[config.mk]
export PLATFORM = sky130hd
export DESIGN_NAME = rtcAlarmCounter
export DESIGN_NICKNAME = d
export VERILOG_FILES = /design/src/rtl/rtcAlarmPkg.sv /design/src/rtl/rtcDatapath.sv /design/src/rtl/rtcControl.sv /design/src/rtl/rtcAlarmCounter.sv
export SDC_FILE = /design/constraint.sdc
export NUM_CORES = 1
export LEC_CHECK = 0
export ABC_AREA = 1
export BUFFER_PORTS_ARGS = -buffer_cell sky130_fd_sc_hd__buf_2
export CAP_MARGIN = 10
export CORE_MARGIN = 2
export CORE_UTILIZATION = 50
export CTS_CLUSTER_DIAMETER = 40
export DETAILED_ROUTE_END_ITERATION = 8
export HOLD_SLACK_MARGIN = 0.15
export PLACE_DENSITY = 0.71
export SYNTH_ARGS = -nofsm -noshare
export SYNTH_HDL_FRONTEND = slang
export SYNTH_SLANG_ARGS = --single-unit
[constraint.sdc]
create_clock -name clk -period 1.9 [get_ports clk]
set_clock_uncertainty 0.15 [all_clocks]
set_input_delay 0.38 -clock clk [delete_from_list [all_inputs] [get_ports clk]]
set_output_delay 0.38 -clock clk [all_outputs]
set_load 0.01 [all_outputs]
[src/rtl/rtcAlarmPkg.sv]
package rtcAlarmPkg;
  localparam int ADDR_CTRL       = 0;
  localparam int ADDR_HOLD       = 1;
  localparam int ADDR_MATCH_BASE = 2;

  localparam int CTRL_RUN = 0;
  localparam int CTRL_AEN = 1;
  localparam int CTRL_AR  = 2;
  localparam int CTRL_SET = 3;
  localparam int CTRL_CAP = 4;
  localparam int CTRL_WR_W = 5;

  localparam int STAT_BUSY     = 3;
  localparam int STAT_FLAG_LSB = 4;

  typedef struct packed {
    logic incr;
    logic load;
    logic clear;
    logic capture;
  } cntStrobe_t;

  typedef enum logic [1:0] {
    XFER_IDLE    = 2'd0,
    XFER_SET     = 2'd1,
    XFER_CAPTURE = 2'd2
  } xferOp_t;
endpackage

[src/rtl/rtcDatapath.sv]
module rtcDatapath import rtcAlarmPkg::*; #(
  parameter int CNT_W  = 32,
  parameter int NUM_CH = 3,
  parameter int ADDR_W = 3
) (
  input  logic                     clk,
  input  logic                     rstN,
  input  cntStrobe_t               stb,
  input  logic                     regWr,
  input  logic [ADDR_W-1:0]        regAddr,
  input  logic [CNT_W-1:0]         regWdata,
  output logic [CNT_W-1:0]         count,
  output logic [CNT_W-1:0]         holdVal,
  output logic [NUM_CH*CNT_W-1:0]  matchFlat,
  output logic [NUM_CH-1:0]        rawHit
);
  logic fresh;
  logic holdWr;

  assign holdWr = regWr && (regAddr == ADDR_W'(ADDR_HOLD));

  // counter, new-value marker and holding register
  always_ff @(posedge clk or negedge rstN) begin
    if (!rstN) begin
      count   <= '0;
      fresh   <= 1'b0;
      holdVal <= '0;
    end else begin
      fresh <= stb.incr | stb.load | stb.clear;
      if (stb.load)       count <= holdVal;
      else if (stb.clear) count <= '0;
      else if (stb.incr)  count <= count + CNT_W'(1);
      if (stb.capture)    holdVal <= count;
      else if (holdWr)    holdVal <= regWdata;
    end
  end

  // compare channels
  for (genvar g = 0; g < NUM_CH; g++) begin : g_ch
    logic [CNT_W-1:0] matchQ;
    logic             matchWr;
    assign matchWr = regWr && (regAddr == ADDR_W'(ADDR_MATCH_BASE + g));
    always_ff @(posedge clk or negedge rstN) begin
      if (!rstN)        matchQ <= '0;
      else if (matchWr) matchQ <= regWdata;
    end
    assign matchFlat[g*CNT_W +: CNT_W] = matchQ;
    assign rawHit[g] = fresh && (count == matchQ);
  end
endmodule

[src/rtl/rtcControl.sv]
module rtcControl import rtcAlarmPkg::*; #(
  parameter int NUM_CH = 3,
  parameter int DATA_W = 32,
  parameter int ADDR_W = 3
) (
  input  logic                 clk,
  input  logic                 rstN,
  input  logic                 tickEn,
  input  logic                 regWr,
  input  logic [ADDR_W-1:0]    regAddr,
  input  logic [CTRL_WR_W-1:0] ctrlWdata,
  input  logic [NUM_CH-1:0]    rawHit,
  output cntStrobe_t           stb,
  output logic [DATA_W-1:0]    ctrlStatus,
  output logic                 irqPulse,
  output logic                 run,
  output logic                 alarmEn,
  output logic                 autoReset,
  output logic                 busy
);
  logic [NUM_CH-1:0] flags;
  logic [NUM_CH-1:0] alarmEvt;
  xferOp_t           xferOp;
  logic              armClear;
  logic              tick;
  logic              ctrlWr;
  logic              clearNow;

  assign ctrlWr   = regWr && (regAddr == ADDR_W'(ADDR_CTRL));
  assign tick     = tickEn && run;
  assign alarmEvt = rawHit & {NUM_CH{alarmEn}};
  assign clearNow = autoReset && (armClear || alarmEvt[0]);
  assign busy     = (xferOp != XFER_IDLE);

  // one counter action per tick: load > restart > increment
  always_comb begin
    stb = '0;
    if (tick) begin
      stb.capture = (xferOp == XFER_CAPTURE);
      if (xferOp == XFER_SET) stb.load  = 1'b1;
      else if (clearNow)      stb.clear = 1'b1;
      else                    stb.incr  = 1'b1;
    end
  end

  always_comb begin
    ctrlStatus = '0;
    ctrlStatus[CTRL_RUN]  = run;
    ctrlStatus[CTRL_AEN]  = alarmEn;
    ctrlStatus[CTRL_AR]   = autoReset;
    ctrlStatus[STAT_BUSY] = busy;
    ctrlStatus[STAT_FLAG_LSB +: NUM_CH] = flags;
  end

  always_ff @(posedge clk or negedge rstN) begin
    if (!rstN) begin
      run       <= 1'b0;
      alarmEn   <= 1'b0;
      autoReset <= 1'b0;
      flags     <= '0;
      irqPulse  <= 1'b0;
      armClear  <= 1'b0;
      xferOp    <= XFER_IDLE;
    end else begin
      irqPulse <= |alarmEvt;
      if (ctrlWr && !ctrlWdata[CTRL_AEN]) flags <= '0;
      else                                flags <= flags | alarmEvt;
      if (tick)                               armClear <= 1'b0;
      else if (alarmEvt[0] && autoReset)      armClear <= 1'b1;
      if (tick && busy) xferOp <= XFER_IDLE;
      else if (ctrlWr && ctrlWdata[CTRL_RUN] && !busy) begin
        if (ctrlWdata[CTRL_SET])      xferOp <= XFER_SET;
        else if (ctrlWdata[CTRL_CAP]) xferOp <= XFER_CAPTURE;
      end
      if (ctrlWr) begin
        run       <= ctrlWdata[CTRL_RUN];
        alarmEn   <= ctrlWdata[CTRL_AEN];
        autoReset <= ctrlWdata[CTRL_AR];
      end
    end
  end
endmodule

[src/rtl/rtcAlarmCounter.sv]
module rtcAlarmCounter import rtcAlarmPkg::*; #(
  parameter int CNT_W  = 32,
  parameter int NUM_CH = 3,
  parameter int ADDR_W = 3
) (
  input  logic              clk,
  input  logic              rstN,
  input  logic              tickEn,
  input  logic              regWr,
  input  logic [ADDR_W-1:0] regAddr,
  input  logic [CNT_W-1:0]  regWdata,
  input  logic [ADDR_W-1:0] regRdAddr,
  output logic [CNT_W-1:0]  regRdata,
  output logic              irqPulse
);
  cntStrobe_t               stb;
  logic [CNT_W-1:0]         count;
  logic [CNT_W-1:0]         holdVal;
  logic [NUM_CH*CNT_W-1:0]  matchFlat;
  logic [NUM_CH-1:0]        rawHit;
  logic [CNT_W-1:0]         ctrlStatus;
  logic                     run;
  logic                     alarmEn;
  logic                     autoReset;
  logic                     busy;

  rtcControl #(.NUM_CH(NUM_CH), .DATA_W(CNT_W), .ADDR_W(ADDR_W)) ctrl_i (
    .clk(clk), .rstN(rstN), .tickEn(tickEn), .regWr(regWr), .regAddr(regAddr),
    .ctrlWdata(regWdata[CTRL_WR_W-1:0]), .rawHit(rawHit), .stb(stb),
    .ctrlStatus(ctrlStatus), .irqPulse(irqPulse), .run(run), .alarmEn(alarmEn),
    .autoReset(autoReset), .busy(busy)
  );

  rtcDatapath #(.CNT_W(CNT_W), .NUM_CH(NUM_CH), .ADDR_W(ADDR_W)) dp_i (
    .clk(clk), .rstN(rstN), .stb(stb), .regWr(regWr), .regAddr(regAddr),
    .regWdata(regWdata), .count(count), .holdVal(holdVal),
    .matchFlat(matchFlat), .rawHit(rawHit)
  );

  always_comb begin
    regRdata = '0;
    if (regRdAddr == ADDR_W'(ADDR_CTRL)) regRdata = ctrlStatus;
    if (regRdAddr == ADDR_W'(ADDR_HOLD)) regRdata = holdVal;
    for (int i = 0; i < NUM_CH; i++) begin
      if (regRdAddr == ADDR_W'(ADDR_MATCH_BASE + i)) regRdata = matchFlat[i*CNT_W +: CNT_W];
    end
  end
endmodule

==> flow_summary_export.csv <==
group,metric,value,unit
final_layout,multiInputGateArea,6200,um2
final_layout,final_common_cell,"nand2_1",
sta,hold-worst-slack,0.249,ns
setup_path,ff2ff_path_depth,12,
power,leakage,0.00804,uW
routing,postRouteWirelength,48400,um
setup_path,r2r_start,"dp_i.count[0]$_DFFE_PN0P_",
final_layout,drive_gt1_share,31.7,%
die,io_pins,75,
routing,detail-route-antenna-nets,0,
synth,syn-num-nets,1604,
power,vdd_drop_max,0.692,mV
clock_tree,cts_tree,"done",
routing,viasPerCell,5.93,
final_layout,final_util,74.4,%
setup_path,startpoint,"regRdAddr[0]",
placed_design,dp_hpwl,33200,um
sta,hold_viol,0,
final_layout,most-common-layout-cells,"347 x nand2_1, 219 x buf_4, 195 x inv_1, 163 x dfrtp_1, 161 x o21ai_0",
sta,max_slew_margin,63.6,%
routing,drt_iter0_drc,1457,
die,core,21200,um2
setup_path,cp.required,1.37,ns
setup_path,setup.worst_path.end_class,"primary output",
grt,grt_max_degree,67,
sta,slew_violations,0,
sta,rsz0062_at_grt,"yes",
setup_path,r2r_end,"dp_i.count[31]$_DFFE_PN0P_",
grt,antenna_found_initial,0,
setup_path,regToRegSetupSlack,-0.17,ns
sta,min_period,2.08,ns
routing,drtPass1Iterations,5,
power,power.density,1320,nW/um2
synth,synth_cell_types,41,
sta,fin_crit_sh,110,%
final_layout,syn2layout_area_growth,45.5,%
setup_path,cp-endpoint,"regRdata[2]",
placed_design,io_buffers,74,
final_layout,final_cells,2176,
synth,synth.cell_area,10800,um2
power,combPwrFrac,53.8,%
sta,tns,-7.59,ns
clock_tree,clock_latency,0.45,ns
setup_path,crit_fanout,8,
hold_path,hp-class,"primary input to flip-flop",
synth,netlist_instances,1561,
clock_tree,cts_root_buf,"clkbuf_16",
final_layout,fin_nets,1931,
placed_design,dp_cells,2061,
setup_path,crit_path_start_kind,"primary input",
grt,grt_pass1_vias,12177,
grt,track_usage,42.0,%
synth,synth_top_area_cell,"dfrtp_1",
clock_tree,htreeDepth,4,
final_layout,diodes,0,
placed_design,place_area,13100,um2
power,p_clk_share,18.3,%
die,dieWidth,151,um
power,power.internal,11600,uW
setup_path,cp.arrival,1.55,ns
die,die-area,22800,um2
routing,post-route-drc-count,0,
power,p_sw_share,44.4,%
synth,yosys-top-cells-area,"dfrtp_1 40%, nand2_1 14%, o21ai_0 7.6%",
synth,syn-mean-instance-area,6.93,um2
routing,num_vias,12914,
clock_tree,cts_buffers,17,
final_layout,seq_area,4290,um2
sta,setup_ws,-0.184,ns
synth,yosysWarnings,0,
clock_tree,cts_num_sinks,171,
die,initial_core_util,51.1,%
synth,netlist.area_leader.share,39.6,%
run_status,violations,"negative setup slack",
synth,ys_seq_elements,171,
sta,tightest_slew,0.545,ns
power,pwr-share-seq,27.8,%
routing,wl_per_cell,22.2,um
clock_tree,cts_buffer_depth,2,
setup_path,worstSetupPathType,"primary input to primary output",
grt,grt_pass1_wl,71100,um
run_status,status,"complete, but fails checks",
clock_tree,cts.clk_slew.worst_paths,0.08,ns
final_layout,nFillCells,1553,
placed_design,gp_congestion,1.06,
grt,overflow,0,
power,p_switching,9240,uW
sta,finalSetupViolCount,66,
flow_run,maxCapViolCount,0,
final_layout,stdcell_area,15700,um2
die,placementRows,53,
synth,ys_seq_area_share,39.6,%
die,die_h,151,um
sta,fmax,480,MHz
## critical path: stages
cell      delay (ns)
buf_8           0.08
inv_6           0.03
buf_12          0.11
nor2_4          0.20
clkinv_4        0.15
buf_8           0.18
o211ai_1        0.24
buf_2           0.18
## power by group through the flow
stage	clock network, uW	logic [uW]	registers (uW)
after detailed placement	0	9320	5680
after global placement	0	9210	5650
final	3820	11200	5800
after floorplan	0	5050	5260
after global routing	3980	11900	5910
after CTS	3820	10300	5660
## layout make-up
| class | count | area share, % |
|---|---|---|
| Multi-Input combinational cell | 1083 | 39.4 |
| Sequential cell | 171 | 27.3 |
| Timing Repair Buffer | 391 | 21.7 |
| Inverter | 224 | 5.55 |
| Clock buffer | 18 | 2.73 |
| Tap cell | 275 | 2.19 |
| Clock inverter | 14 | 1.24 |
## sequential cells by signal, summed over array words and instances, names as in the netlist
register and cells:
ctrl_i.armClear 1, dp_i.holdVal 32, ctrl_i.flags 3, dp_i.fresh 1
dp_i.count 32, ctrl_i.run 1, ctrl_i.autoReset 1, ctrl_i.xferOp 2
dp_i.g_ch.matchQ 96, ctrl_i.irqPulse 1, ctrl_i.alarmEn 1
## worst min path at each step
stage | from | cells after the start | slack [ns] | to
global route | tickEn | 4 | 0.27 | ctrl_i.xferOp[1]$_DFFE_PN0P_
floorplan | rstN | 0 | -0.07 | ctrl_i.alarmEn$_DFFE_PN0P_
CTS | tickEn | 4 | 0.22 | ctrl_i.armClear$_DFFE_PN0P_
global placement | rstN | 1 | 0.17 | dp_i.g_ch[0].matchQ[15]$_DFFE_PN0P_
detailed placement | rstN | 1 | 0.17 | dp_i.g_ch[2].matchQ[15]$_DFFE_PN0P_
finish | tickEn | 4 | 0.25 | ctrl_i.xferOp[1]$_DFFE_PN0P_
## routing by layer
layer	vias up	wire length [um]	track usage (%)	part of all wire (%)
li1	5747	-	-	-
met1	6171	18800	55.8	39
met2	805	22100	68.4	46
met3	191	5160	8.10	11
met4	0	2360	15.5	4.9
met5	-	0	0	0
## kinds of logic (layout without fill, tap and decap cells)
kind of cell | Yosys count | count (layout) | share of synthesized area, %
buf+inv | 307 | 647 | 11.4
simple gates | 713 | 713 | 27.8
fa+ha+maj | 1 | 1 | 0.116
flops | 171 | 171 | 39.6
compound gates | 325 | 325 | 17.6
xor+xnor | 44 | 44 | 3.56
## synthesized netlist by cell type
master     count
a211oi_1       1
a21oi_1       58
a221oi_1      19
a31oi_1        1
and3_1         1
buf_1          1
buf_2         21
buf_4          9
buf_6          3
clkbuf_1      49
clkinv_1       1
dfrtp_1      171
ha_1           1
inv_1        214
inv_2          9
nand2_1      394
nand2_2        1
nand2_4        1
nand2b_1       1
nand3_1       50
nand3_2        3
nand3b_1       5
nand4_1       31
nor2_1       166
nor2_2         3
nor2_4         2
nor3_1        32
nor3_4         1
nor3b_1        3
nor4_1        12
o2111ai_1     12
o211ai_1      19
o21a_1         1
o21ai_0      164
o21ai_1        3
o221ai_1      17
o22ai_1       30
or2_1          1
or2_2          6
xnor2_1        9
xor2_1        35
## repair_timing
item	in CTS	in global routing
pin swaps	51	50
hold buffers	33	0
gates cloned	4	3
gates resized for setup	186	116
setup buffers	33	10
hold endpoints to repair	286	0
endpoints found under the setup margin	65	69
## stage by stage
step	power, uW	setup slack [ns]
final	20800	-0.184
after global routing	21800	-0.252
after CTS	19800	-0.128
after detailed placement	15000	-0.229
after global placement	14900	-0.158
after floorplan	10300	0.0529
Power figures use the tool's default switching activity.
